[config.mk]
export PLATFORM = sky130hd
export DESIGN_NAME = rq_requantizer
export DESIGN_NICKNAME = d
export VERILOG_FILES = /design/src/rtl/rq_pkg.sv /design/src/rtl/rq_round_inc.sv /design/src/rtl/rq_resize_sat.sv /design/src/rtl/rq_requantizer.sv
export SDC_FILE = /design/constraint.sdc
export NUM_CORES = 1
export LEC_CHECK = 0
export CORE_AREA = 2 2 39 41
export DETAILED_ROUTE_END_ITERATION = 6
export DIE_AREA = 0 0 41 43
export PLACE_DENSITY = 0.67
export SLEW_MARGIN = 20
export SYNTH_ARGS = -nofsm -noshare
export SYNTH_HDL_FRONTEND = slang
export SYNTH_SLANG_ARGS = --single-unit
[constraint.sdc]
create_clock -name clk -period 2.3 [get_ports clk]
set_input_delay 0.345 -clock clk [delete_from_list [all_inputs] [get_ports clk]]
set_output_delay 0.345 -clock clk [all_outputs]
set_load 0.01 [all_outputs]
[src/rtl/rq_pkg.sv]
// Shared types for the requantizer: the rounding-mode encoding.
package rq_pkg;
    typedef enum logic [1:0] {
        RQ_FLOOR      = 2'b00,
        RQ_CEIL       = 2'b01,
        RQ_HALF_UP    = 2'b10,
        RQ_HALF_EVEN  = 2'b11
    } rq_mode_e;
endpackage

[src/rtl/rq_round_inc.sv]
// Increment decision: decides whether one output LSB is added back after
// the low DROP bits are removed. Assumes DROP >= 1.
module rq_round_inc
    import rq_pkg::*;
#(
    parameter int DROP = 4
) (
    input  logic [DROP-1:0] disc,
    input  logic            kept_lsb,
    input  rq_mode_e        mode,
    output logic            inc
);
    logic half_bit;
    logic below_half;

    generate
        if (DROP == 1) begin : g_single
            assign half_bit   = disc[0];
            assign below_half = 1'b0;
        end else begin : g_multi
            assign half_bit   = disc[DROP-1];
            assign below_half = |disc[DROP-2:0];
        end
    endgenerate

    // Select the increment from the mode and the dropped-bit tests.
    always_comb begin
        case (mode)
            RQ_FLOOR:     inc = 1'b0;
            RQ_CEIL:      inc = half_bit | below_half;
            RQ_HALF_UP:   inc = half_bit;
            RQ_HALF_EVEN: inc = half_bit & (below_half | kept_lsb);
            default:      inc = 1'b0;
        endcase
    end
endmodule

[src/rtl/rq_resize_sat.sv]
// Resize and clamp: fits a wide signed sum into OUT_W bits. Values beyond
// the representable range become the nearest extreme and raise ovf.
// Assumes SUM_W > OUT_W, so that the sum is never itself truncated.
module rq_resize_sat #(
    parameter int SUM_W  = 8,
    parameter int OUT_W  = 5,
    parameter bit SIGNED = 1'b1
) (
    input  logic signed [SUM_W-1:0] sum,
    output logic        [OUT_W-1:0] res,
    output logic                    ovf
);
    localparam longint MAX_L = SIGNED ? (longint'(1) <<< (OUT_W-1)) - 1
                                      : (longint'(1) <<< OUT_W) - 1;
    localparam longint MIN_L = SIGNED ? -(longint'(1) <<< (OUT_W-1)) : 0;
    localparam logic signed [SUM_W-1:0] MAX_V = SUM_W'(MAX_L);
    localparam logic signed [SUM_W-1:0] MIN_V = SUM_W'(MIN_L);

    logic hi, lo;

    // Compare against the range and pick the clamped or the plain value.
    always_comb begin
        hi  = sum > MAX_V;
        lo  = sum < MIN_V;
        ovf = hi | lo;
        if (hi)      res = MAX_V[OUT_W-1:0];
        else if (lo) res = MIN_V[OUT_W-1:0];
        else         res = sum[OUT_W-1:0];
    end
endmodule

[src/rtl/rq_requantizer.sv]
// Top: requantizes Q(IN_INT).(IN_FRAC) to Q(OUT_INT).(OUT_FRAC) under a
// per-sample rounding mode. Assumes OUT_FRAC < IN_FRAC and that
// IN_INT + OUT_FRAC >= 1. REGISTERED selects one register stage or none.
module rq_requantizer
    import rq_pkg::*;
#(
    parameter int IN_INT     = 4,
    parameter int IN_FRAC    = 6,
    parameter int OUT_INT    = 3,
    parameter int OUT_FRAC   = 2,
    parameter bit SIGNED     = 1'b1,
    parameter bit REGISTERED = 1'b1
) (
    input  logic                         clk,
    input  logic                         rst_n,
    input  logic                         in_valid,
    input  logic [IN_INT+IN_FRAC-1:0]    in_data,
    input  logic [1:0]                   mode,
    output logic                         out_valid,
    output logic [OUT_INT+OUT_FRAC-1:0]  out_data,
    output logic                         out_ovf
);
    localparam int IN_W  = IN_INT + IN_FRAC;
    localparam int OUT_W = OUT_INT + OUT_FRAC;
    localparam int DROP  = IN_FRAC - OUT_FRAC;
    localparam int KW    = IN_W - DROP;
    localparam int SUM_W = ((KW > OUT_W) ? KW : OUT_W) + 2;

    logic [KW-1:0]           kept;
    logic [DROP-1:0]         disc;
    logic                    inc;
    logic signed [SUM_W-1:0] kept_ext;
    logic signed [SUM_W-1:0] sum;
    logic [OUT_W-1:0]        res_c;
    logic                    ovf_c;

    assign kept = in_data[IN_W-1:DROP];
    assign disc = in_data[DROP-1:0];

    generate
        if (SIGNED) begin : g_sext
            assign kept_ext = {{(SUM_W-KW){kept[KW-1]}}, kept};
        end else begin : g_zext
            assign kept_ext = {{(SUM_W-KW){1'b0}}, kept};
        end
    endgenerate

    rq_round_inc #(.DROP(DROP)) u_inc (
        .disc     (disc),
        .kept_lsb (kept[0]),
        .mode     (rq_mode_e'(mode)),
        .inc      (inc)
    );

    assign sum = kept_ext + {{(SUM_W-1){1'b0}}, inc};

    rq_resize_sat #(.SUM_W(SUM_W), .OUT_W(OUT_W), .SIGNED(SIGNED)) u_sat (
        .sum (sum),
        .res (res_c),
        .ovf (ovf_c)
    );

    generate
        if (REGISTERED) begin : g_reg
            // Output stage: capture the result for valid samples.
            always_ff @(posedge clk) begin
                if (!rst_n) begin
                    out_valid <= 1'b0;
                    out_data  <= '0;
                    out_ovf   <= 1'b0;
                end else begin
                    out_valid <= in_valid;
                    if (in_valid) begin
                        out_data <= res_c;
                        out_ovf  <= ovf_c;
                    end
                end
            end
        end else begin : g_comb
            assign out_valid = in_valid;
            assign out_data  = res_c;
            assign out_ovf   = ovf_c;
        end
    endgenerate
endmodule

==> out/metrics.yaml <==
die:
  die_h_um: 43
  start_util_pct: 31.4
  io_pins: 22
  core_um2: 1380
  dieWidth_um: 41
  dieArea_um2: 1760
  rows: 14
logic_synthesis:
  synth.most_common_cell: "dfxtp_1"
  synthCells: 46
  netlist.area_leader.share_pct: 32.3
  seq_area_frac_synth_pct: 32.3
  synth-edff-count: 0
  ys_top_cells_by_count: "dfxtp_1 (7), o21ai_0 (6), a21oi_2 (4), nand2_1 (4)"
  synth.avg_cell_area_um2: 9.44
  ys_ff_latch: 7
  async_flop_share_pct: 0
  synth-main-ff-cell: "dfxtp_1"
  syn_area_um2: 434
  synth_fp_nets: 63
  synth_top_area_cell: "dfxtp_1"
  synth.area.top_cells: "dfxtp_1 (32%), a21oi_2 (8.1%), o21ai_0 (6.9%), ha_1 (5.8%), nand3b_4 (4.6%)"
  synth_cell_types: 27
  yosysWarningCount: 0
placement:
  place_inst: 84
  io_buffers: 21
  dpl.hpwl_um: 789
  place_congestion: 0.706
  pre_cts_ws_ns: -0.127
routing:
  vias: 449
  dr.pass1.iters: 4
  wire_per_inst_um: 11.1
  drt_iter0_markers: 3
  met1_length_um: 396
  wl_met3_um: 93
  top_layer: "met3"
  route.detailed.drc: 0
  routed-wl-met2_um: 490
  finalWirelength_um: 981
  drtAntennaViolNets: 0
  routed_via_density: 5.10
critical_path:
  worstRegToRegCells: 2
  crit_start: "in_data[1]"
  crit_required_ns: 2.43
  critPathMaxFanout: 5
  critPathKind: "primary input to register"
  startpoint_type: "primary input"
  worstReg2RegStart: "out_data[0]$_SDFFE_PN0P_"
  cp-end-kind: "register"
  r2r_end: "out_data[0]$_SDFFE_PN0P_"
  arrival_ns: 2.26
  r2r_setup_slack_ns: 1.61
clock_network:
  cts_buffer_depth: 2
  cts_hold_buf: 0
  clk_latency_ns: 0.25
  cts_resized: 0
  numCtsBuffers: 3
  cts_tree: "built"
  clk_pin_slew_ns: 0.05
  htree_levels: 1
  root_buffer: "clkbuf_4"
  postCtsSetupBuffers: 0
  cts.sinks: 7
run_status:
  outcome: "finished, final reports clean"
grt:
  track_usage_pct: 11.9
  antenna_found_initial: 0
  overflow: 0
  grt_pass1_vias: 375
  grt_pass1_wl_um: 1410
  grt_max_degree: 9
sta:
  min_period_ns: 2.13
  fmax_ghz: 0.470
  fin_crit_sh_pct: 92.5
  tightest_slew_ns: 0.264
  setup_viol: 0
  setup_ws_ns: 0.173
  slew_violations: 0
  rsz0062_at_grt: "false"
  relSlewSlack_pct: 82.3
  final_hold_viol_count: 0
  skew_ns: 0
worst_hold_path:
  hp-class: "register to register"
  worstHoldStart: "out_data[4]$_SDFFE_PN0P_"
  hold_path_depth: 2
  hold_end: "out_data[4]$_SDFFE_PN0P_"
finish:
  num_antenna_cells: 0
  syn_to_final_growth_pct: 62.0
  layout.nets: 90
  drive_gt1_share_pct: 20.8
  finalNonFillerCells: 88
  fill_cells: 124
pwr:
  ir_drop_v: 0.000207
  p_clk_share_pct: 32.5
  report.power.total_uw: 343
  leakage_uw: 0.000271
  cellPowerDensity_nw_per_um2: 488
  p_int_uw: 253
  power_switching_uw: 90.4
  p_sw_share_pct: 26.4
  power_frac_comb_pct: 28.3
  p_seq_share_pct: 39.1
run:
  max-cap-violations: 0
## routing by layer
layer  vias up  GRT usage, %
met3         0          6.81
met2        18          20.0
met5         -             0
met4         0          2.00
met1       202          12.3
li1        229             -
## power by group through the flow
stage	Clock [uW]	Sequential, uW	Combinational, uW
floorplan	0	141	36.4
global placement	0	137	96.9
detailed placement	0	137	97.1
CTS	114	134	97.5
global route	120	135	106
finish	112	134	97.3
## critical path, stage by stage
cell and delay [ns]:
clkdlybuf4s50_1 0.41, nor3_2 0.20, nor2_1 0.06, o221a_2 0.24, ha_1 0.22, ha_1 0.23, nand3_2 0.13, nand3b_4 0.14
and3_4 0.23, a21oi_2 0.06
## cell type report
| class | count | area, um2 | area share (%) |
|---|---|---|---|
| Timing Repair Buffer | 22 | 218 | 31.0 |
| Multi-Input combinational cell | 37 | 292 | 41.5 |
| Sequential cell | 7 | 140 | 19.9 |
| Tap cell | 16 | 20.0 | 2.85 |
| Inverter | 2 | 7.51 | 1.07 |
| Clock buffer | 4 | 26.3 | 3.74 |
## metrics by stage
step	area, um2	setup TNS [ns]	util, %	hold slack [ns]
6_report	703	0	50.8	0.472
5_1_grt	703	0	50.8	0.492
4_1_cts	698	0	50.5	0.471
3_5_place_dp	672	-0.604	48.6	0.463
3_3_place_gp	672	-0.528	48.6	0.460
2_1_floorplan	434	0	-	0.489
## registers in the layout (all words and copies together) (netlist names)
name and flops:
out_ovf 1, out_valid 1, out_data 5
## cell usage in the layout, fill, tap and decap left out, types with 2 or more instances in the layout
cell type        instances
clkdlybuf4s50_1         21
dfxtp_1                  7
o21ai_0                  6
nand2_1                  4
a21oi_2                  4
clkbuf_4                 3
inv_1                    2
ha_1                     2
## worst max path at each step
stage,endpoint,slack (ns),cells past startpoint
after CTS,out_data[0]$_SDFFE_PN0P_,0.13,10
after global routing,out_ovf$_SDFFE_PN0P_,0.1,10
after global placement,out_data[0]$_SDFFE_PN0P_,-0.11,10
after detailed placement,out_data[0]$_SDFFE_PN0P_,-0.13,10
after floorplan,out_ovf$_SDFFE_PN0P_,0.40,9
final,out_data[0]$_SDFFE_PN0P_,0.17,10
## kinds of logic after synthesis
group | share of synthesized area, %
compound gates | 30.0
xor+xnor | 4.04
fa+ha+maj | 5.76
buf+inv | 1.73
flops | 32.3
simple gates | 26.2
No activity file was read; power rests on OpenSTA's default activity.
